**src/rtl/dchan_pkg.sv**
```systemverilog
package dchan_pkg;

  typedef struct packed {
    logic rate8;
    logic en;
  } dchan_mode_t;

  // Slow rate carries one bit per frame; the spare lane idles high.
  function automatic logic [1:0] tx_pick(input logic r8, input logic [1:0] top2);
    return r8 ? {top2[1], 1'b1} : top2;
  endfunction

endpackage

```
**src/rtl/dchan_frame_seq.sv**
```systemverilog
module dchan_frame_seq
  import dchan_pkg::*;
#(
  parameter int BYTE_W     = 8,
  parameter int CELL_W     = 4,
  parameter int RX_CELL    = 1,
  parameter int IRQ_CELL16 = 2,
  parameter int IRQ_CELL8  = 1
) (
  input  logic        clk,
  input  logic        rst,
  input  logic        frm_pulse,
  input  logic        cell_tick,
  input  logic        rate8_in,
  input  logic        en_in,
  output dchan_mode_t mode_q,
  output logic        boundary,
  output logic        ref_frame,
  output logic        rx_take,
  output logic        irq_hit
);
  localparam int FRM16 = BYTE_W / 2;
  localparam int FRM8  = BYTE_W;
  localparam int IDX_W = $clog2(FRM8);
  localparam logic [IDX_W-1:0]  LAST16 = IDX_W'(FRM16 - 1);
  localparam logic [IDX_W-1:0]  LAST8  = IDX_W'(FRM8 - 1);
  localparam logic [CELL_W-1:0] RX_AT  = CELL_W'(RX_CELL - 1);
  localparam logic [CELL_W-1:0] IRQ16  = CELL_W'(IRQ_CELL16 - 1);
  localparam logic [CELL_W-1:0] IRQ8   = CELL_W'(IRQ_CELL8 - 1);

  logic [IDX_W-1:0]  idx_q;
  logic [IDX_W-1:0]  last;
  logic [CELL_W-1:0] cell_q;
  logic              tick_ok;

  assign last      = mode_q.rate8 ? LAST8 : LAST16;
  assign ref_frame = (idx_q == last);
  assign boundary  = frm_pulse && ref_frame;
  assign tick_ok   = cell_tick && !frm_pulse;
  assign rx_take   = tick_ok && (cell_q == RX_AT);
  assign irq_hit   = tick_ok && ref_frame && (cell_q == (mode_q.rate8 ? IRQ8 : IRQ16));

  always_ff @(posedge clk) begin
    if (rst) begin
      idx_q  <= LAST16;
      cell_q <= '0;
      mode_q <= '0;
    end else if (frm_pulse) begin
      cell_q <= '0;
      if (ref_frame) begin
        idx_q        <= '0;
        mode_q.rate8 <= rate8_in;
        mode_q.en    <= en_in;
      end else begin
        idx_q <= idx_q + 1'b1;
      end
    end else if (tick_ok && (cell_q != '1)) begin
      cell_q <= cell_q + 1'b1;
    end
  end

endmodule

```
**src/rtl/dchan_rx_path.sv**
```systemverilog
module dchan_rx_path #(
  parameter int BYTE_W = 8
) (
  input  logic              clk,
  input  logic              rx_take,
  input  logic              ref_frame,
  input  logic              rate8,
  input  logic [1:0]        rx_bits,
  output logic [BYTE_W-1:0] rd_data
);
  logic [BYTE_W-1:0] shadow_q;
  logic [BYTE_W-1:0] shadow_nx;

  always_comb begin
    if (rate8) shadow_nx = {shadow_q[BYTE_W-2:0], rx_bits[1]};
    else       shadow_nx = {shadow_q[BYTE_W-3:0], rx_bits};
  end

  // Receive side carries no reset value.
  always_ff @(posedge clk) begin
    if (rx_take) begin
      shadow_q <= shadow_nx;
      if (ref_frame) rd_data <= shadow_nx;
    end
  end

endmodule

```
**src/rtl/dchan_tx_path.sv**
```systemverilog
module dchan_tx_path
  import dchan_pkg::*;
#(
  parameter int BYTE_W = 8
) (
  input  logic              clk,
  input  logic              rst,
  input  logic              frm_pulse,
  input  logic              boundary,
  input  logic              rate8_act,
  input  logic              rate8_next,
  input  logic              wr_en,
  input  logic [BYTE_W-1:0] wr_data,
  output logic [1:0]        tx_bits
);
  logic [BYTE_W-1:0] hold_q;
  logic [BYTE_W-1:0] shift_q;
  logic [BYTE_W-1:0] src;
  logic              r8;

  always_comb begin
    src = boundary ? hold_q : shift_q;
    r8  = boundary ? rate8_next : rate8_act;
  end

  always_ff @(posedge clk) begin
    if (rst) begin
      hold_q  <= '1;
      shift_q <= '1;
      tx_bits <= 2'b11;
    end else begin
      if (wr_en) hold_q <= wr_data;
      if (frm_pulse) begin
        tx_bits <= tx_pick(r8, src[BYTE_W-1 -: 2]);
        shift_q <= r8 ? {src[BYTE_W-2:0], 1'b1} : {src[BYTE_W-3:0], 2'b11};
      end
    end
  end

endmodule

```
**src/rtl/dchan_irq_ctl.sv**
```systemverilog
module dchan_irq_ctl (
  input  logic clk,
  input  logic rst,
  input  logic irq_hit,
  input  logic frm_pulse,
  input  logic reg_rd,
  input  logic reg_wr,
  output logic irq
);
  always_ff @(posedge clk) begin
    if (rst)                               irq <= 1'b0;
    else if (irq_hit)                      irq <= 1'b1;
    else if (frm_pulse || reg_rd || reg_wr) irq <= 1'b0;
  end
endmodule

```
**src/rtl/dchan_byte_ctrl.sv**
```systemverilog
module dchan_byte_ctrl
  import dchan_pkg::*;
#(
  parameter int BYTE_W     = 8,
  parameter int CELL_W     = 4,
  parameter int RX_CELL    = 1,
  parameter int IRQ_CELL16 = 2,
  parameter int IRQ_CELL8  = 1
) (
  input  logic              clk,
  input  logic              rst,
  input  logic              frm_pulse,
  input  logic              cell_tick,
  input  logic [1:0]        rx_bits,
  input  logic              rate8_sel,
  input  logic              chan_en,
  input  logic              reg_rd,
  input  logic              reg_wr,
  input  logic [BYTE_W-1:0] wr_data,
  output logic [1:0]        tx_bits,
  output logic              tx_oe,
  output logic [BYTE_W-1:0] rd_data,
  output logic              irq,
  output logic              irq_oe
);
  dchan_mode_t mode_q;
  logic        boundary;
  logic        ref_frame;
  logic        rx_take;
  logic        irq_hit;

  dchan_frame_seq #(
    .BYTE_W(BYTE_W), .CELL_W(CELL_W), .RX_CELL(RX_CELL),
    .IRQ_CELL16(IRQ_CELL16), .IRQ_CELL8(IRQ_CELL8)
  ) u_seq (
    .clk(clk), .rst(rst), .frm_pulse(frm_pulse), .cell_tick(cell_tick),
    .rate8_in(rate8_sel), .en_in(chan_en), .mode_q(mode_q),
    .boundary(boundary), .ref_frame(ref_frame), .rx_take(rx_take), .irq_hit(irq_hit)
  );

  dchan_rx_path #(.BYTE_W(BYTE_W)) u_rx (
    .clk(clk), .rx_take(rx_take), .ref_frame(ref_frame),
    .rate8(mode_q.rate8), .rx_bits(rx_bits), .rd_data(rd_data)
  );

  dchan_tx_path #(.BYTE_W(BYTE_W)) u_tx (
    .clk(clk), .rst(rst), .frm_pulse(frm_pulse), .boundary(boundary),
    .rate8_act(mode_q.rate8), .rate8_next(rate8_sel),
    .wr_en(reg_wr), .wr_data(wr_data), .tx_bits(tx_bits)
  );

  dchan_irq_ctl u_irq (
    .clk(clk), .rst(rst), .irq_hit(irq_hit), .frm_pulse(frm_pulse),
    .reg_rd(reg_rd), .reg_wr(reg_wr), .irq(irq)
  );

  assign tx_oe  = mode_q.en;
  assign irq_oe = mode_q.en;

endmodule

```
**config.mk**
```make
export PLATFORM = sky130hd
export DESIGN_NAME = dchan_byte_ctrl
export DESIGN_NICKNAME = d
export VERILOG_FILES = /design/src/rtl/dchan_pkg.sv /design/src/rtl/dchan_frame_seq.sv /design/src/rtl/dchan_rx_path.sv /design/src/rtl/dchan_tx_path.sv /design/src/rtl/dchan_irq_ctl.sv /design/src/rtl/dchan_byte_ctrl.sv
export SDC_FILE = /design/constraint.sdc
export NUM_CORES = 1
export LEC_CHECK = 0
export BUFFER_PORTS_ARGS = -buffer_cell sky130_fd_sc_hd__buf_2
export CAP_MARGIN = 20
export CORE_MARGIN = 2
export CORE_UTILIZATION = 45
export DETAILED_ROUTE_END_ITERATION = 7
export GPL_ROUTABILITY_DRIVEN = 0
export PLACE_DENSITY = 0.68
export SLEW_MARGIN = 10
export SYNTH_ARGS = -nofsm -noshare
export SYNTH_HDL_FRONTEND = slang
export SYNTH_SLANG_ARGS = --single-unit
```
**constraint.sdc**
```tcl
create_clock -name clk -period 1.5 [get_ports clk]
set_input_delay 0.075 -clock clk [delete_from_list [all_inputs] [get_ports clk]]
set_output_delay 0.075 -clock clk [all_outputs]
set_load 0.02 [all_outputs]
```
* Yosys cells after proc, flatten, opt, wreduce, memory -nomap -nowiden *
Index checks and enable logic that the tools add are counted.

operators by class
  add/subtract/negate cells = 2
  equality and inequality tests = 3
  multiplexer cells = 10
  reduce and logical (&&, ||, !) cells = 14

operators with widths
  operator                                                       count
  8-bit 2-to-1 mux                                               3
  1-bit logical AND                                              6
  3-bit 2-to-1 mux                                               2
  1-bit 2-to-1 mux                                               5
  4-bit by 1-bit adder with 4-bit output, second input constant  1
  4-bit == test                                                  1
  4-bit zero test                                                1
  4-bit != test, second input constant                           1
  2-bit AND reduction                                            2
  3-bit by 1-bit adder with 3-bit output, second input constant  1
  3-bit == test                                                  1
  1-bit logical OR                                               2
  2-bit nonzero test                                             1
  2-bit OR reduction                                             1
  1-bit zero test                                                1

word-level totals
  flip-flop bits (word level) = 43
  output and inout port bits = 13

* Depth between registers and ports, before layout *
  word-level depth = 5
  mapped depth = 6
  depth with buffers taken out = 5

* By module *
A second synthesis with hierarchy kept.

unflattened totals
  cells, all modules = 162
  area, all modules = 1910.6 um^2

by module, submodules not included
  module           times used  cells each  area each (um^2)
  dchan_tx_path    1           75          775.7
  dchan_rx_path    1           25          588.1
  dchan_frame_seq  1           57          500.5
  dchan_irq_ctl    1           4           38.8
  dchan_byte_ctrl  1           1           7.5

* Worst setup path before layout *
No wires, ideal clock.

  path type = register -> register
  start point = reg u_seq.cell_q[2]
  end point = reg u_rx.rd_data[0], enable pin
  library setup time = 332 ps
  arrival = 1200 ps
  data required time = 1168 ps
  slack = -32 ps
  cell stages (with the launch flop) = 4
  buffers on the path = 0
  cells stage by stage = dfxtp_1 nor3_1 and2_1 and3_1

between the ends
  longest elaborated chain between the ends = 3

RTL lines
  element                        line                   text
  from (decl)                    dchan_frame_seq.sv:33  logic [CELL_W-1:0] cell_q;
  from (signal assigned)         dchan_frame_seq.sv:58  cell_q <= cell_q + 1'b1;
  4-bit zero test                dchan_frame_seq.sv:40  assign rx_take = tick_ok && (cell_q == RX_AT);
  1-bit logical AND              dchan_frame_seq.sv:40
  net rx_take                    dchan_byte_ctrl.sv:29  logic rx_take;
  2-bit AND reduction (no line)  -
  to (signal assigned)           dchan_rx_path.sv:23    if (ref_frame) rd_data <= shadow_nx;
  to (decl)                      dchan_rx_path.sv:9     output logic [BYTE_W-1:0] rd_data

The timed path passes the listed nets, and every way through them passes these cells.
A chain may end at the register's enable or synchronous reset.

* Worst setup path in the final report *
  start point = reg u_seq.idx_q[0]
  end point = reg u_tx.shift_q[4]

between the ends
  longest elaborated chain between the ends = 4
  elaborated cells on any way between the ends = 5
  classes of those cells = eq/ne (1); mux (3); reduce/logical (1)

RTL lines
  element                                                      line                                      text
  from (decl)                                                  dchan_frame_seq.sv:31                     logic [IDX_W-1:0] idx_q;
  from (signal assigned)                                       dchan_frame_seq.sv:55                     idx_q <= idx_q + 1'b1;
  3-bit == test *                                              dchan_frame_seq.sv:37                     assign ref_frame = (idx_q == last);
  1-bit logical AND *                                          dchan_frame_seq.sv:38                     assign boundary = frm_pulse && ref_frame;
  8-bit 2-to-1 mux / 1-bit 2-to-1 mux (equally long branches)  dchan_tx_path.sv:22, dchan_tx_path.sv:23
  8-bit 2-to-1 mux *                                           dchan_tx_path.sv:35                       shift_q <= r8 ? {src[BYTE_W-2:0], 1'b1} : {src[BYTE_W-3:0], 2'b11};
  to (signal assigned)                                         dchan_tx_path.sv:35
  to (decl)                                                    dchan_tx_path.sv:17                       logic [BYTE_W-1:0] shift_q;

Mark *: on every way between the ends. The rest lies on a longest branch, timed or not.

==> flow_summary.toml <==
[run_status]
status = "complete, but fails checks"
violations = "setup timing"

[place]
dp_slack_ns = -0.118
dp_hpwl_microns = 2470
dp_cells = 244
port_buffers = 30

[cells_and_area]
syn_to_final_growth_pct = 31.3
antenna_cells = 0
final.fill_count = 326
final_cell_mix = "buf_2, dfxtp_1, edfxtp_1"
final_common_cell = "buf_2"
fin_cells = 259
drive_gt1_share_pct = 39.2
final_util_pct = 60.8
multiInputGateArea_sq_um = 862
nets = 229
seq_area_sq_um = 993

[die]
ios = 31
core-area_sq_um = 3940
die_h_microns = 67.7
start_util_pct = 46.3
row_count = 23
dieArea_sq_um = 4580
die_x_microns = 67.7

[pwr]
p_leak_uw = 0.000930
p_total_uw = 2740
cellPowerDensity_nw_per_um2 = 1140
vdd_drop_max_mv = 0.711

[hold_path]
hp-class = "in -> reg"
min_path_cells = 2

[timing]
setup_viol = 3
worst_slew_pin_slew_ns = 0.481
max_slew_margin_pct = 67.9
final_hold_viol_count = 0
fin_crit_sh_pct = 100
fin_ws_ns = -0.00600
fin_crit_ns = 1.51
rsz0062_at_grt = "yes"
finalClockSkew_ns = 0.00680
maxSlewViolCount = 0
hold_slack_ns = 0.00108
fmax_mhz = 664

[clocking]
clock_latency_ns = 0.29
cts_setup_buffers = 0
htreeDepth = 2
clk_pin_slew_ns = 0.08
cts_tree = "built"
clock_path_buffers = 2
clk_root_buffer_cell = "clkbuf_8"
clkSinkCount = 42
cts-buffers-inserted = 5

[detailed_routing]
ant_nets = 0
avgRoutedWirePerCell_microns = 13.7
viasPerCell = 5.24
vias = 1356
drt_first_pass_iters = 4
drt_iter0_drc = 83
routed_wl_microns = 3540
route.detailed.drc = 0

[logic_synthesis]
synth-warning-count = 0
syn-num-nets = 181
synthCells = 160
synth_area_sq_um = 1820
synthFlopType = "dfxtp_1"
synth_cell_types = 43
ys_seq_area_share_pct = 54.3
synth_edf_count = 15
synthArstFlopShare_pct = 0
avgSynthCellArea_sq_um = 11.4
ys_seq_elements = 42

[worst_setup_path]
arrival_ns = 1.68
r2r_cells = 6
crit_type = "reg -> reg"
crit_path_end_kind = "flip-flop"
crit_fanout = 5
required_ns = 1.67
cp-start-kind = "flip-flop"

[global_routing]
grt_max_degree = 29
grt-ovfl-total = 0
grt_pass1_wl_microns = 6080
track_usage_pct = 17.9
antenna_found_initial = 0
grt_pass1_vias = 1413

[flow_run]
maxCapViolations = 0
## worst paths after layout
check                              start                            to  slack [ns]
max reg2reg  u_seq.idx_q[0]$_SDFFE_PP1P_  u_tx.shift_q[4]$_SDFFE_PP1P_      -0.006
max          u_seq.idx_q[0]$_SDFFE_PP1P_  u_tx.shift_q[4]$_SDFFE_PP1P_      -0.006
min                           wr_data[0]   u_tx.hold_q[0]$_SDFFE_PP1P_       0.001
min reg2reg       u_irq.irq$_SDFFE_PP0P_        u_irq.irq$_SDFFE_PP0P_        0.48
## registers in the layout, indices dropped and copies added, names as in the netlist
signal         count
u_irq.irq          1
u_rx.rd_data       8
u_rx.shadow_q      7
u_seq.cell_q       4
u_seq.idx_q        3
u_seq.mode_q       2
u_tx.hold_q        8
u_tx.shift_q       7
u_tx.tx_bits       2
## power breakdown
group | total, uW | switching, uW | leakage [uW] | internal (uW)
clock network | 1060 | 392 | 0.0000683 | 667
registers | 1290 | 38.7 | 0.000361 | 1250
logic | 393 | 200 | 0.000501 | 193
total | 2740 | 630 | 0.000930 | 2110
## final cells by class
type	count	share of cell area (%)
Clock buffer	5	2.87
Timing Repair Buffer	50	13.4
Inverter	5	0.783
Multi-Input combinational cell	104	36.0
Sequential cell	42	41.5
Tap cell	50	2.61
Clock inverter	3	2.87
## Yosys cell counts (3+ instances only)
cell	n	area share [%]
ha_1	3	2.1
edfxtp_1	15	25
nor2b_1	9	3.1
nor2_1	7	1.4
o221ai_1	5	2.4
nand2_1	5	1.0
inv_1	4	0.82
clkbuf_1	3	0.62
and2_1	3	1.0
dfxtp_1	27	30
a211oi_1	3	1.2
a211o_1	9	4.3
a21oi_1	9	2.5
mux2_2	8	4.9
nand3_1	3	0.82
mux2i_1	6	3.3
nor3_1	6	1.6
xnor2_1	4	1.9
## critical path, stage by stage (launching register included)
cell,delay [ns]
dfxtp_2,0.34
ha_4,0.16
buf_6,0.11
and3b_2,0.20
o211ai_4,0.23
nand2b_4,0.23
o221ai_2,0.12
## kinds of logic after synthesis
kind of cell	count (synthesis)	share of synthesized area (%)
muxes	14	8.23
DFF	42	54.3
AOI/OAI and AO/OA	39	15.7
buffers and inverters	14	3.63
xor gates and xnor gates	5	2.81
adders and majority gates	3	2.06
and+or+nand+nor	43	13.2
## routing by layer
| layer | routed length [microns] | global-route usage, % |
|---|---|---|
| met2 | 1740 | 31.3 |
| met3 | 127 | 5.33 |
| met5 | 0 | 0 |
| met1 | 1570 | 19.3 |
| met4 | 102 | 9.95 |
## what timing repair did
action,in CTS,in global routing
gates resized for setup,8,13
hold buffers,7,0
setup endpoints to repair,8,9
endpoints found under the hold margin,7,0
pin swaps,4,6
## through the flow
step	cell area, sq um	TNS [ns]
global placement	2090	-0.0561
finish	2400	-0.00794
global route	2400	-0.463
CTS	2330	-0.0755
detailed placement	2090	-0.535
floorplan	1830	0
Power figures use the tool's default switching activity.
